**src/rtl/pfc_pkg.sv**
```systemverilog
package pfc_pkg;

    typedef enum logic [1:0] {
        ST_EMPTY = 2'd0,
        ST_BUSY  = 2'd1,
        ST_READY = 2'd2
    } slot_state_e;

    typedef enum logic [1:0] {
        SRC_NONE = 2'd0,
        SRC_TOP  = 2'd1,
        SRC_JUMP = 2'd2,
        SRC_LEFT = 2'd3
    } fetch_src_e;

    // Priority: arming from the top, then mismatch fallback, then the left chain.
    function automatic fetch_src_e pick_src(input logic top_req,
                                            input logic miss,
                                            input logic left_req,
                                            input logic armed);
        if (top_req)
            return SRC_TOP;
        else if (miss)
            return SRC_JUMP;
        else if (left_req && !armed)
            return SRC_LEFT;
        else
            return SRC_NONE;
    endfunction

endpackage

```
**src/rtl/pf_match.sv**
```systemverilog
module pf_match #(
    parameter int LABEL_W = 2,
    parameter int NCOND   = 4
) (
    input  logic               armed,
    input  logic [LABEL_W-1:0] lbl_q,
    input  logic [NCOND-1:0]   care_q,
    input  logic [NCOND-1:0]   val_q,
    input  logic               jump_valid,
    input  logic [LABEL_W-1:0] jump_label,
    input  logic [NCOND-1:0]   cond_bits,
    output logic               hit,
    output logic               miss
);
    logic tag_eq;
    logic pat_ok;

    always_comb begin
        tag_eq = jump_valid && armed && (jump_label == lbl_q);
        pat_ok = ((cond_bits ^ val_q) & care_q) == '0;
        hit    = tag_eq && pat_ok;
        miss   = tag_eq && !pat_ok;
    end
endmodule

```
**src/rtl/pf_fetch.sv**
```systemverilog
module pf_fetch
    import pfc_pkg::*;
#(
    parameter int HI_W     = 14,
    parameter int IDX_W    = 5,
    parameter int CELL_IDX = 0,
    parameter int INSTR_W  = 32
) (
    input  logic                  clk,
    input  logic                  rst,
    input  logic                  go,
    input  logic [HI_W-1:0]       go_hi,
    input  logic                  deliver,
    input  logic                  mem_rsp_valid,
    input  logic                  mem_rsp_tag,
    input  logic [INSTR_W-1:0]    mem_rsp_data,
    output logic                  mem_req,
    output logic [HI_W+IDX_W-1:0] mem_addr,
    output logic                  mem_tag,
    output logic                  busy,
    output logic                  ready,
    output logic [HI_W-1:0]       hi_q,
    output logic [INSTR_W-1:0]    data_q
);
    localparam logic [IDX_W-1:0] SLOT = IDX_W'(CELL_IDX);

    slot_state_e st_q;
    slot_state_e st_after;
    logic        tag_q;
    logic        skip;
    logic        accept;

    always_comb begin
        st_after = deliver ? ST_EMPTY : st_q;
        skip     = (st_after != ST_EMPTY) && (go_hi == hi_q);
        mem_req  = go && !skip;
        mem_addr = {go_hi, SLOT};
        mem_tag  = ~tag_q;
        accept   = (st_q == ST_BUSY) && mem_rsp_valid && (mem_rsp_tag == tag_q);
        busy     = (st_q == ST_BUSY);
        ready    = (st_q == ST_READY);
    end

    always_ff @(posedge clk) begin
        if (rst) begin
            st_q   <= ST_EMPTY;
            tag_q  <= 1'b0;
            hi_q   <= '0;
            data_q <= '0;
        end else if (mem_req) begin
            st_q  <= ST_BUSY;
            tag_q <= ~tag_q;
            hi_q  <= go_hi;
        end else if (deliver) begin
            st_q <= ST_EMPTY;
        end else if (accept) begin
            st_q   <= ST_READY;
            data_q <= mem_rsp_data;
        end
    end
endmodule

```
**src/rtl/pf_activate.sv**
```systemverilog
module pf_activate (
    input  logic clk,
    input  logic rst,
    input  logic act_set,
    input  logic busy,
    input  logic ready,
    input  logic jump_valid,
    output logic deliver,
    output logic freeze,
    output logic act_right
);
    logic act_q;
    logic deliv_q;

    always_comb begin
        deliver   = act_q && ready;
        freeze    = act_q && busy;
        act_right = deliv_q && !jump_valid;
    end

    always_ff @(posedge clk) begin
        if (rst) begin
            act_q   <= 1'b0;
            deliv_q <= 1'b0;
        end else begin
            deliv_q <= deliver;
            if (deliver)
                act_q <= 1'b0;
            else if (act_set)
                act_q <= 1'b1;
        end
    end
endmodule

```
**src/rtl/pfring_cell.sv**
```systemverilog
module pfring_cell
    import pfc_pkg::*;
#(
    parameter int HI_W     = 14,
    parameter int IDX_W    = 5,
    parameter int CELL_IDX = 0,
    parameter int LABEL_W  = 2,
    parameter int NCOND    = 4,
    parameter int INSTR_W  = 32
) (
    input  logic                  clk,
    input  logic                  rst,
    input  logic                  left_start,
    input  logic [HI_W-1:0]       left_hi,
    input  logic                  left_act,
    output logic                  right_start,
    output logic [HI_W-1:0]       right_hi,
    output logic                  right_act,
    input  logic                  top_sel,
    input  logic [HI_W-1:0]       top_hi,
    input  logic [LABEL_W-1:0]    top_label,
    input  logic [NCOND-1:0]      top_care,
    input  logic [NCOND-1:0]      top_val,
    input  logic                  jump_valid,
    input  logic [LABEL_W-1:0]    jump_label,
    input  logic [NCOND-1:0]      cond_bits,
    output logic                  mem_req,
    output logic [HI_W+IDX_W-1:0] mem_addr,
    output logic                  mem_tag,
    input  logic                  mem_rsp_valid,
    input  logic                  mem_rsp_tag,
    input  logic [INSTR_W-1:0]    mem_rsp_data,
    output logic                  ibus_valid,
    output logic [INSTR_W-1:0]    ibus_data,
    output logic                  freeze
);
    localparam int  LAST_IDX = (1 << IDX_W) - 1;
    localparam bit  WRAP     = (CELL_IDX == LAST_IDX);

    typedef struct packed {
        logic [LABEL_W-1:0] label;
        logic [NCOND-1:0]   care;
        logic [NCOND-1:0]   val;
    } arm_t;

    logic            target_q;
    arm_t            arm_q;
    logic            start_q;
    logic            hit;
    logic            miss;
    logic            deliver;
    logic            busy;
    logic            ready;
    logic            go;
    logic [HI_W-1:0] go_hi;
    logic [HI_W-1:0] hi_q;
    logic            armed_now;
    fetch_src_e      src;

    pf_match #(.LABEL_W(LABEL_W), .NCOND(NCOND)) u_match (
        .armed      (target_q),
        .lbl_q      (arm_q.label),
        .care_q     (arm_q.care),
        .val_q      (arm_q.val),
        .jump_valid (jump_valid),
        .jump_label (jump_label),
        .cond_bits  (cond_bits),
        .hit        (hit),
        .miss       (miss)
    );

    always_comb begin
        armed_now = target_q && !deliver;
        src       = pick_src(top_sel, miss, left_start, armed_now);
        go        = (src != SRC_NONE);
        go_hi     = (src == SRC_TOP) ? top_hi : left_hi;
    end

    pf_fetch #(
        .HI_W(HI_W), .IDX_W(IDX_W), .CELL_IDX(CELL_IDX), .INSTR_W(INSTR_W)
    ) u_fetch (
        .clk           (clk),
        .rst           (rst),
        .go            (go),
        .go_hi         (go_hi),
        .deliver       (deliver),
        .mem_rsp_valid (mem_rsp_valid),
        .mem_rsp_tag   (mem_rsp_tag),
        .mem_rsp_data  (mem_rsp_data),
        .mem_req       (mem_req),
        .mem_addr      (mem_addr),
        .mem_tag       (mem_tag),
        .busy          (busy),
        .ready         (ready),
        .hi_q          (hi_q),
        .data_q        (ibus_data)
    );

    pf_activate u_act (
        .clk        (clk),
        .rst        (rst),
        .act_set    (left_act || hit),
        .busy       (busy),
        .ready      (ready),
        .jump_valid (jump_valid),
        .deliver    (deliver),
        .freeze     (freeze),
        .act_right  (right_act)
    );

    assign ibus_valid  = deliver;
    assign right_start = start_q;

    generate
        if (WRAP) begin : g_wrap
            assign right_hi = hi_q + 1'b1;
        end else begin : g_pass
            assign right_hi = hi_q;
        end
    endgenerate

    always_ff @(posedge clk) begin
        if (rst) begin
            target_q <= 1'b0;
            arm_q    <= '0;
            start_q  <= 1'b0;
        end else begin
            start_q <= go;
            if (src == SRC_TOP) begin
                target_q <= 1'b1;
                arm_q    <= '{label: top_label, care: top_care, val: top_val};
            end else if (src == SRC_JUMP || deliver) begin
                target_q <= 1'b0;
            end
        end
    end
endmodule

```
**config.mk**
```make
export PLATFORM = sky130hd
export DESIGN_NAME = pfring_cell
export DESIGN_NICKNAME = d
export VERILOG_FILES = /design/src/rtl/pfc_pkg.sv /design/src/rtl/pf_match.sv /design/src/rtl/pf_fetch.sv /design/src/rtl/pf_activate.sv /design/src/rtl/pfring_cell.sv
export SDC_FILE = /design/constraint.sdc
export NUM_CORES = 1
export LEC_CHECK = 0
export CELL_PAD_IN_SITES_DETAIL_PLACEMENT = 1
export CELL_PAD_IN_SITES_GLOBAL_PLACEMENT = 2
export CORE_MARGIN = 5
export CORE_UTILIZATION = 26
export CTS_BUF_LIST = sky130_fd_sc_hd__clkbuf_2 sky130_fd_sc_hd__clkbuf_4 sky130_fd_sc_hd__clkbuf_8
export CTS_CLUSTER_SIZE = 40
export DETAILED_ROUTE_END_ITERATION = 6
export PLACE_DENSITY_LB_ADDON = 0.1
export SKIP_LAST_GASP = 1
export SLEW_MARGIN = 10
export SYNTH_ARGS = -nofsm -noshare
export SYNTH_HDL_FRONTEND = slang
export SYNTH_HIERARCHICAL = 1
export SYNTH_SLANG_ARGS = --single-unit
```
**constraint.sdc**
```tcl
create_clock -name clk -period 5.9 [get_ports clk]
set_input_delay 1.18 -clock clk [delete_from_list [all_inputs] [get_ports clk]]
set_output_delay 1.18 -clock clk [all_outputs]
set_load 0.02 [all_outputs]
```
==> run summary <==
layout cells sized above 1: 0.0996
vias in the first global route: 3050
Post-CTS Setup Repair Bufs: 0
register area: 1260 µm²
Die Span Y: 124 µm
Buf/Inv on CP: 4
pwr/cell area: 217 nW/µm²
Iter 0 DRT Violations: 80
CTS sink cnt: 63
Leak Pwr: 1.88 nW
Max VDD drop: 0.116 mV
Mean Syn Cell Area: 9.90 µm²
CP Class: in -> out
htree depth: 3
IO Pins: 155
antenna violations before repair: 0
sequential area share after synthesis: 0.376
cell mode on critical path: clkdlybuf4s50_1
area of the multi-input gates: 1800 µm²
Final Max Tran Viols: 0
crit-path cells: clkdlybuf4s50_1 -> buf_4 -> mux2_2 -> xor2_1 -> nor3_1 -> nand4_4 -> nand2_1 -> inv_1 -> clkdlybuf4s50_1
maximum clock frequency: 0.196 GHz
cell family with most CP delay: buffers and inverters
crit path DAT: 3.92 ns
drt pass-1 iters: 4
row cnt: 41
FF+latch count, synth: 63
Hold Slack: 0.474 ns
YS warnings: 6
Core Area: 12600 µm²
critical path data required time: 4.72 ns
metal3 WL: 924 µm
Worst Hold Class: reg -> reg
Hold Vio Cnt, Final: 0
post-synth top area share: 0.376
largest cells by area after synthesis: dfxtp_1 38%, mux2i_1 13%, nand2b_1 12%
post-detail-place hpwl: 7280 µm
actual slew at the worst max-slew pin: 0.710 ns
CTS max path bufs: 2
DR DRC count: 0
post-CTS sizing: 0
vias post-DR: 2784
clock root buffer master: clkbuf_8
area leader, netlist: dfxtp_1
final net count: 551
most frequent cells in the layout: 148 x clkdlybuf4s50_1, 67 x nand2b_1, 63 x dfxtp_1, 42 x mux2i_1, 18 x xor2_1
Area growth, synth to finish: 48.9%
largest net degree at the start of global routing: 68
Final setup viols: 0
Post-synth EDFFs: 0
crit path launch type: input pin
filler instances: 1460
Tcrit/Tclk final: 0.864
Clock Skew: 0.00724 ns
Reg clk slew, reported paths: 0.07 ns
starting density of the core: 0.266
Placer Congestion: 0.707
fin cells: 644
status: finished, final reports clean
fin crit period: 5.10 ns
Wirelength per Cell: 15.4 µm
Reg-to-Reg Start: arm_q[2]
CP max FO: 27
worst rel slew slack: 0.526
top routing layer in use: met4
Post-Syn Instances: 339
chip width: 124 µm
TritonCTS buffer count: 9
ANT nets after route: 0
total wire length: 9900 µm
ys async rst share: 0
Clock Latency Late Sink: 0.35 ns
IO buf count: 149
DR vias/cell: 4.32
# diodes: 0
GR Util All Layers: 0.131
first-pass GRT wire length: 15400 µm
Worst Setup End Kind: output pin
Synth Flop Type: dfxtp_1
MaxCap Viol Count: 0
Critical-path top delay cell: clkdlybuf4s50_1
hold_buf cts: 0
met2 routed WL: 4840 µm
GRT overflow: 0
beginning of the critical path: top_sel
largest stage delay on the critical path: 0.56 ns
placed cells: 628
Mapped Area: 3360 µm²
Yosys cell types: 41
most common cell after layout, fill and taps aside: clkdlybuf4s50_1
worst hold path startpoint: u_fetch/data_q[10]
Metal-1 WL: 4040 µm
post-route setup TNS: 0 ns
die area: 15300 µm²
CTS tree: done
unrepaired setup endpoints after global routing: no
-- per-layer routing --
layer,vias to the layer above,global-route usage
met4,0,0.0353
li1,1372,-
met1,1314,0.142
met3,9,0.0672
met5,-,0
met2,89,0.224
-- logic make-up after synthesis --
kind of cell    count (synthesis)  share of synthesized area
compound gates                 39                     0.0690
xor+xnor                       21                     0.0548
buf+inv                        43                     0.0936
flops                          63                      0.376
mux                            56                      0.181
other cells                     1                    0.00112
simple gates                  116                      0.225
-- report_power, final --
| part | internal, mW | switching [mW] | leakage [nW] |
|---|---|---|---|
| Sequential | 0.444 | 0.0133 | 0.515 |
| Clock | 0.214 | 0.169 | 0.107 |
| Combinational | 0.133 | 0.111 | 1.26 |
| Total | 0.791 | 0.293 | 1.88 |
-- synth_stat cells (2+ instances only) --
cell and instances:
buf_6 2, a21oi_1 16, nand2b_1 67, buf_4 19
nor2_1 13, mux2_2 6, nor4_4 3, o21ai_0 15
buf_12 4, xor2_1 18, xnor2_1 3, mux2i_1 42
nor2b_1 4, nor3_2 2, mux2_4 8, nand3_1 15
inv_1 3, clkbuf_1 13, a22o_1 2, dfxtp_1 63
-- flip-flops by register name (all words and copies together), names as in the netlist --
| name | flops |
|---|---|
| right_start | 1 |
| u_act/deliv_q | 1 |
| u_fetch/st_q | 2 |
| u_fetch/tag_q | 1 |
| u_fetch/hi_q | 14 |
| target_q | 1 |
| arm_q | 10 |
| u_act/act_q | 1 |
| u_fetch/data_q | 32 |
-- cell type report --
class,instances,share of cell area
multi-input cells,237,0.359
repair buffers,153,0.303
flip-flops and latches,63,0.252
well taps,172,0.0431
clock buffers,12,0.0305
clock inverters,4,0.00901
inverters,3,0.00225
-- worst paths after layout --
kind / cells past startpoint / slack [ns] / to
min reg2reg: 2 / 0.47 / u_fetch/data_q[10]
min: 2 / 0.47 / u_fetch/data_q[10]
max: 9 / 0.80 / mem_req
max reg2reg: 7 / 3.32 / u_fetch/data_q[13]
-- metrics by stage --
step	util	instance area (µm²)	power, mW	setup slack, ns
floorplan	-	3370	0.609	2.05
global placement	0.380	4800	0.711	0.782
detailed placement	0.380	4800	0.715	0.790
CTS	0.396	5000	1.11	0.774
global route	0.396	5000	1.15	0.678
finish	0.396	5000	1.08	0.802
-- worst reg2reg max path, cell delays in order, from the launching register on --
cell and delay [ns]:
dfxtp_1 0.32, xor2_1 0.16, a22o_1 0.26, o21ba_1 0.23, a211o_1 0.56, a21oi_4 0.21
buf_4 0.48, mux2i_1 0.29
Note: power is estimated with default switching activity, not from simulation.
